$ cat src/rtl/pic_pkg.sv
package pic_pkg;
  localparam int STAT_W   = 8;
  localparam int VEC_W    = 8;
  localparam int RTC_BIT  = 1;
  localparam int UART_BIT = 2;
  localparam int DSP_BIT  = 4;
  localparam int VBL_BIT  = 5;
  localparam int DISK_BIT = 7;
  localparam int VEC_DISK = 11;
  localparam int VEC_DSP  = 12;
  localparam int VEC_VBL  = 13;
  localparam int VEC_NONE = 0;

  typedef enum logic [1:0] {
    WIN_NONE = 2'd0,
    WIN_DISK = 2'd1,
    WIN_DSP  = 2'd2,
    WIN_VBL  = 2'd3
  } win_e;
endpackage

$ cat src/rtl/pic_latch_bit.sv
module pic_latch_bit (
  input  logic clk,
  input  logic rst_n,
  input  logic set_i,
  input  logic clr_i,
  output logic q_o
);
  always_ff @(posedge clk) begin
    if (!rst_n)     q_o <= 1'b0;
    else if (set_i) q_o <= 1'b1;
    else if (clr_i) q_o <= 1'b0;
  end

  // a set always lands, even against a clear
  p_set_wins_r8: assert property (@(posedge clk) disable iff (!rst_n)
    set_i |=> q_o);
  p_clr_takes_r9: assert property (@(posedge clk) disable iff (!rst_n)
    (clr_i && !set_i) |=> !q_o);
endmodule

$ cat src/rtl/pic_prio.sv
module pic_prio
  import pic_pkg::*;
(
  input  logic [STAT_W-1:0] status_i,
  output win_e              win_o,
  output logic [VEC_W-1:0]  vec_o
);
  always_comb begin
    if (status_i[DISK_BIT]) begin
      win_o = WIN_DISK;
      vec_o = VEC_W'(VEC_DISK);
    end else if (status_i[DSP_BIT]) begin
      win_o = WIN_DSP;
      vec_o = VEC_W'(VEC_DSP);
    end else if (status_i[VBL_BIT]) begin
      win_o = WIN_VBL;
      vec_o = VEC_W'(VEC_VBL);
    end else begin
      win_o = WIN_NONE;
      vec_o = VEC_W'(VEC_NONE);
    end
  end

  // a lower source never wins over a pending higher one
  always_comb begin
    if (win_o == WIN_VBL)
      p_vbl_lowest_r3: assert (!status_i[DISK_BIT] && !status_i[DSP_BIT]);
    if (win_o == WIN_DSP)
      p_dsp_below_disk_r3: assert (!status_i[DISK_BIT]);
  end
endmodule

$ cat src/rtl/irq_vector_ctrl.sv
module irq_vector_ctrl
  import pic_pkg::*;
(
  input  logic              clk,
  input  logic              rst_n,
  input  logic              rtc_set,
  input  logic              rtc_clr,
  input  logic              uart_set,
  input  logic              uart_clr,
  input  logic              dsp_set,
  input  logic              vblank_set,
  input  logic              disk_level,
  input  logic              ack_req,
  output logic              ack_vld,
  output logic [VEC_W-1:0]  ack_vec,
  output logic              irq,
  output logic [STAT_W-1:0] irq_status,
  output logic              err
);
  localparam int NLAT = 4;
  localparam int LAT_POS [NLAT] = '{RTC_BIT, UART_BIT, DSP_BIT, VBL_BIT};

  logic [NLAT-1:0] lat_set, lat_clr, lat_q;
  logic            disk_q;
  win_e            win;
  logic [VEC_W-1:0] vec_c;

  assign lat_set = {vblank_set, dsp_set, uart_set, rtc_set};
  assign lat_clr = {ack_req && (win == WIN_VBL),
                    ack_req && (win == WIN_DSP),
                    uart_clr, rtc_clr};

  for (genvar g = 0; g < NLAT; g++) begin : g_lat
    pic_latch_bit u_bit (
      .clk   (clk),
      .rst_n (rst_n),
      .set_i (lat_set[g]),
      .clr_i (lat_clr[g]),
      .q_o   (lat_q[g])
    );
  end

  always_ff @(posedge clk) begin
    if (!rst_n) disk_q <= 1'b0;
    else        disk_q <= disk_level;
  end

  always_comb begin
    irq_status = '0;
    for (int i = 0; i < NLAT; i++) irq_status[LAT_POS[i]] = lat_q[i];
    irq_status[DISK_BIT] = disk_q;
  end

  assign irq = |irq_status;

  pic_prio u_prio (
    .status_i (irq_status),
    .win_o    (win),
    .vec_o    (vec_c)
  );

  always_ff @(posedge clk) begin
    if (!rst_n) begin
      ack_vld <= 1'b0;
      ack_vec <= '0;
      err     <= 1'b0;
    end else begin
      ack_vld <= ack_req;
      if (ack_req) ack_vec <= vec_c;
      if (ack_req && win == WIN_NONE) err <= 1'b1;
    end
  end

  // disk bit follows the level, ack or not
  p_disk_follow_r6: assert property (@(posedge clk) disable iff (!rst_n)
    disk_level |=> irq_status[DISK_BIT]);
  p_disk_drop_r6: assert property (@(posedge clk) disable iff (!rst_n)
    !disk_level |=> !irq_status[DISK_BIT]);
  // one pulse per acknowledge
  p_ack_pulse_r4: assert property (@(posedge clk) disable iff (!rst_n)
    ack_req |=> ack_vld);
  p_no_spurious_r4: assert property (@(posedge clk) disable iff (!rst_n)
    !ack_req |=> !ack_vld);
  // winning edge source is cleared
  p_dsp_clear_r5: assert property (@(posedge clk) disable iff (!rst_n)
    (ack_req && irq_status[DSP_BIT] && !irq_status[DISK_BIT] && !dsp_set)
      |=> !irq_status[DSP_BIT]);
  // sticky error
  p_err_sticky_r7: assert property (@(posedge clk) disable iff (!rst_n)
    err |=> err);
endmodule

$ cat config.mk
export PLATFORM = sky130hd
export DESIGN_NAME = irq_vector_ctrl
export DESIGN_NICKNAME = d
export VERILOG_FILES = /design/src/rtl/pic_pkg.sv /design/src/rtl/pic_latch_bit.sv /design/src/rtl/pic_prio.sv /design/src/rtl/irq_vector_ctrl.sv
export SDC_FILE = /design/constraint.sdc
export NUM_CORES = 1
export LEC_CHECK = 0
export BUFFER_PORTS_ARGS = -buffer_cell sky130_fd_sc_hd__buf_2
export CAP_MARGIN = 15
export CORE_MARGIN = 4
export CORE_UTILIZATION = 49
export DETAILED_ROUTE_END_ITERATION = 7
export PLACE_DENSITY_LB_ADDON = 0.12
export SLEW_MARGIN = 25
export SYNTH_ARGS = -nofsm -noshare
export SYNTH_HDL_FRONTEND = slang
export SYNTH_HIERARCHICAL = 1
export SYNTH_SLANG_ARGS = --single-unit
$ cat constraint.sdc
create_clock -name clk -period 2.5 [get_ports clk]
set_clock_uncertainty 0.15 [all_clocks]
set_input_delay 0.5 -clock clk [delete_from_list [all_inputs] [get_ports clk]]
set_output_delay 0.5 -clock clk [all_outputs]
set_load 0.02 [all_outputs]
* Yosys cells after proc, flatten, opt, wreduce, memory -nomap -nowiden
Cells that the tools add are included.
Widths: inputs -> output; s select.
** Word-level totals
- Bits in registers :: 15
- Bits of input ports :: 10
- Output and inout port bits :: 19
- Word-level logic and storage cells :: 33
** Operators by class
- Equal/unequal tests :: 2
- Muxes and demuxes :: 14
- Reduce and logical (&&, ||, !) cells :: 9
** Operator list (number)
- $mux 8 :: 2
- $mux 1 :: 8
- $reduce_bool 2->1 :: 4
- $mux 2 :: 3
- $reduce_or 5->1 :: 1
- $eq 2x2->1 const B :: 2
- $mux 4 :: 1
- $logic_and 1x1->1 :: 3
- $logic_not 2->1 :: 1

* Longest topological paths before layout
- Depth in word-level cells :: 7
- Depth in mapped cells :: 7
- Gate-level depth less buffers :: 6

* By module
Netlist, hierarchy kept.
** By module, submodules not included
- irq_vector_ctrl :: times used 1, cells each 44, area each 460.4 µm²
- pic_latch_bit :: times used 4, cells each 3, area each 41.3 µm²
- pic_prio :: times used 1, cells each 13, area each 82.6 µm²

* Worst setup path after synthesis
OpenSTA, ideal clock, no wires.
- Path kind :: reg2reg
- Start :: register g_lat[2].u_bit.q_o
- End :: register g_lat[2].u_bit.q_o
- Arrival :: 1254 ps
- Required time :: 2235 ps
- Setup slack :: 981 ps
- Stages on the path, launching flop included :: 7
- Buffers on the path :: 1
- Period minus slack after synthesis :: 1519 ps
- Cells stage by stage :: dfxtp_1 > inv_1 > a21o_2 > buf_4 > nor2_1 > nor2b_4 > o21a_1
** On the way
- Cells in the longest elaborated chain, start to end :: 5
** RTL lines
- start, declared :: RTL line pic_latch_bit.sv:6 : output logic q_o
- start signal, assigned :: RTL line pic_latch_bit.sv:9 : if (!rst_n) q_o <= 1'b0;
- start signal, assigned :: RTL line pic_latch_bit.sv:10 : else if (set_i) q_o <= 1'b1;
- start signal, assigned :: RTL line pic_latch_bit.sv:11 : else if (clr_i) q_o <= 1'b0;
- $mux 2 :: RTL line pic_prio.sv:12 : end else if (status_i[DSP_BIT]) begin
- $mux 2 :: RTL line pic_prio.sv:9 : if (status_i[DISK_BIT]) begin
- via win[0] :: RTL line irq_vector_ctrl.sv:25 : win_e win;
- $eq 2x2->1
- $logic_and 1x1->1 :: RTL line irq_vector_ctrl.sv:30 : ack_req && (win == WIN_DSP),
- via lat_clr[2] :: RTL line irq_vector_ctrl.sv:23 : logic [NLAT-1:0] lat_set, lat_clr, lat_q;
- $reduce_bool 2->1 (no line)
The timed path passes the listed nets, and every way through them passes these cells.
A chain may end at the register's enable or synchronous reset.

* Worst setup path in the final report
- Start :: register g_lat[1].u_bit.q_o
- End :: output irq
** On the way
- Cells in the longest elaborated chain, start to end :: 1
** RTL lines
- start, declared :: RTL line pic_latch_bit.sv:6
- start signal, assigned :: RTL line pic_latch_bit.sv:9
- start signal, assigned :: RTL line pic_latch_bit.sv:10
- start signal, assigned :: RTL line pic_latch_bit.sv:11
- $reduce_or 5->1 :: RTL line irq_vector_ctrl.sv:54 : assign irq = |irq_status;
- end, declared :: RTL line irq_vector_ctrl.sv:16 : output logic irq,
No other way between the ends.

==> metrics.txt <==
status=complete, no violations; Routed WL per cell=around 10 um; Lkg Pwr=0.412 nW; FF+latch area=around 300 um2; DP HPWL=between 800 and 900 um; post-layout minimum cycle time=between 1.5 and 2 ns; Synth Area in Compound Gates=6.54%; period utilization=between 60% and 70%; R2R depth=6; yosys warns=6; PostCTS Resize Cnt=0; RePlAce Congestion=roughly 0.70; CTS buffer count=3; CTS Buffer Depth=2; post-route setup TNS=0 ns; cts hold-fix bufs=0; synthesized cell area=a little over 700 um2; top post-synthesis cells by area=dfxtp_1 (42%), buf_4 (12%), mux2i_1 (11%); sequential fraction of the synthesis area=42.4%; DR vias=~470; Worst EP required=~1.9 ns; maximum net fanout on the critical path=3; vias in the first global route=approximately 430; first-pass GRT wire length=around 1800 um; # diodes=0; final net count=101; clock latency on the worst-skew pair=between 0.2 and 0.3 ns; Synth area leader=dfxtp_1; crit start category=flip-flop; reg2reg setup slack=~1.1 ns; initial core utilization=a little over half; synth unique cells=19; RSZ-0062 raised after global routing=false; combinational family with the most area after synthesis=simple AND/OR/NAND/NOR gates; cell area power density=around 620 mW/mm2; Hold Fails Final Rpt=0; Area Growth Syn to Fin=13.1%; HP Class=input pin to flip-flop; final setup vio count=0; Max rail drop VDD=0.349 mV; Mean Syn Cell Area=~10 um2; grt ovf=0; Via density=about 4.5; Routed Antenna Nets=0; RR Startpoint=g_lat[3].u_bit/q_o; XOR/XNOR Fraction of Synth Area=0%; Async SR Flop Fraction=0%; max-cap violations=0; Ports=29; root buf cell=clkbuf_4; adder-cell share of the synthesized area=0%; Final Max Tran Viols=0; WHS Path Cells=2; number of DRC markers in iteration 0=2; number of enable flip-flop cells after synthesis=0; CTS tree=done; Post-DP Area=between 700 and 800 um2; worst r2r dst=g_lat[2].u_bit/q_o; Post-Route WL=about 1100 um; CTS Sinks=15; Die ar.=0.00212 mm2; CP max stage cell=dfxtp_1; Seq cells post-synth=15; Synth Flop Type=dfxtp_1; Worst Hold Endpoint=g_lat[0].u_bit/q_o; # DRC=0; # Post-CTS Setup Buffers=0; chip width=approximately 46 um; Worst Path Arrival=1.01 ns; post-layout instance area=801 um2; buffers added on ports=25; row count=13; total iterations of the first detailed-routing run=3; worst hold start=rtc_set; CP peak stage delay=around 0.33 ns; initial antenna violation count=0; Die Y=between 40 and 50 um; Reg clk slew, reported paths=~0.090 ns; Syn Inst Count=69; largest net degree at the start of global routing=16; Overall Global Routing Usage=between 10% and 20%; layout cells sized above 1=41.1%; Max Clk Rate=about 0.60 GHz; Core Footprint=approximately 0.0013 mm2; multi-input logic area=325 um2; crit end category=primary output; Setup CP Type=flip-flop to primary output; mux cell area share after synthesis=a little under an eighth; Fillers=135; # H-tree levels=1; simple-gate portion of the synthesized area=about 24%; crit-path cells=nor3_1, nand2_1, buf_2; Synth top area share=a little over two fifths
-- flip-flops by register name, summed over array words and instances (netlist names) --
register         flops
ack_vec              8
g_lat.u_bit/q_o      4
ack_vld              1
disk_q               1
err                  1
-- cells in the mapped netlist, types with 2 or more instances --
| cell | number |
|---|---|
| dfxtp_1 | 15 |
| buf_4 | 11 |
| mux2i_1 | 8 |
| nor2_1 | 4 |
| nor2b_1 | 8 |
| nor2b_4 | 4 |
| conb_1 | 2 |
| o21a_1 | 5 |
| nand2_1 | 2 |
-- through the flow --
stage	cells	utilization, %	power, mW	hold slack (ns)	setup WS [ns]
floorplan	74	-	0.353	0.439	0.981
global placement	101	58.0	0.367	0.300	1.02
detailed placement	101	58.0	0.368	0.306	1.00
CTS	105	60.0	0.509	0.261	0.818
global route	105	60.0	0.529	0.270	0.770
finish	105	60.0	0.497	0.270	0.836
-- layout make-up --
type | count | area share (%)
sequential | 15 | 37.5
multi-input combinational | 45 | 40.6
inverter | 1 | 0.469
tap | 15 | 2.34
clock buffer | 3 | 2.81
clock inverter | 1 | 0.625
timing repair buffer | 25 | 15.6
-- routing by layer --
layer	routed length, um	track usage (%)	up-vias
li1	-	-	247
met1	487	16.8	204
met2	480	16.8	16
met3	85	3.56	4
met4	27	10.2	0
met5	0	0	-
-- critical path: cells and delay by family (launching register included) --
| family | cells | cell delay (ns) |
|---|---|---|
| simple gates | 2 | 0.26 |
| buf+inv | 1 | 0.16 |
| flops | 1 | 0.33 |
-- cells in the final DEF, fill, tap and decap left out --
master	instances
nor2b_4	4
or3_1	1
clkinv_2	1
mux2i_1	8
and2_1	1
a21o_2	1
buf_2	25
dfxtp_1	15
and3_2	1
and2_2	1
nand2_1	2
nor3_1	1
nor2_1	4
o21a_1	5
nor3b_2	1
conb_1	7
clkbuf_4	3
nor2b_1	8
inv_1	1
-- cell families after synthesis --
| logic type | Yosys count |
|---|---|
| AND/OR/NAND/NOR | 24 |
| buffers and inverters | 14 |
| AO/OA/AOI/OAI | 6 |
| flip-flops | 15 |
| multiplexers | 8 |
| other | 2 |
-- worst max-delay path by stage --
stage                       start                 end  slack (ns)  cells after the start
5_1_grt        g_lat[3].u_bit/q_o                 irq        0.77                      3
4_1_cts        g_lat[3].u_bit/q_o                 irq        0.82                      3
3_5_place_dp              ack_req  g_lat[2].u_bit/q_o         1.0                      5
2_1_floorplan  g_lat[2].u_bit/q_o  g_lat[2].u_bit/q_o        0.98                      6
3_3_place_gp              ack_req  g_lat[2].u_bit/q_o        1.02                      5
6_report       g_lat[1].u_bit/q_o                 irq        0.84                      3
-- report_power, final --
part	internal (mW)	switching, mW
Sequential	0.254	0.00997
Combinational	0.0422	0.0540
Clock	0.0593	0.0769
Total	0.356	0.141
(Power assumes the default switching activity.)
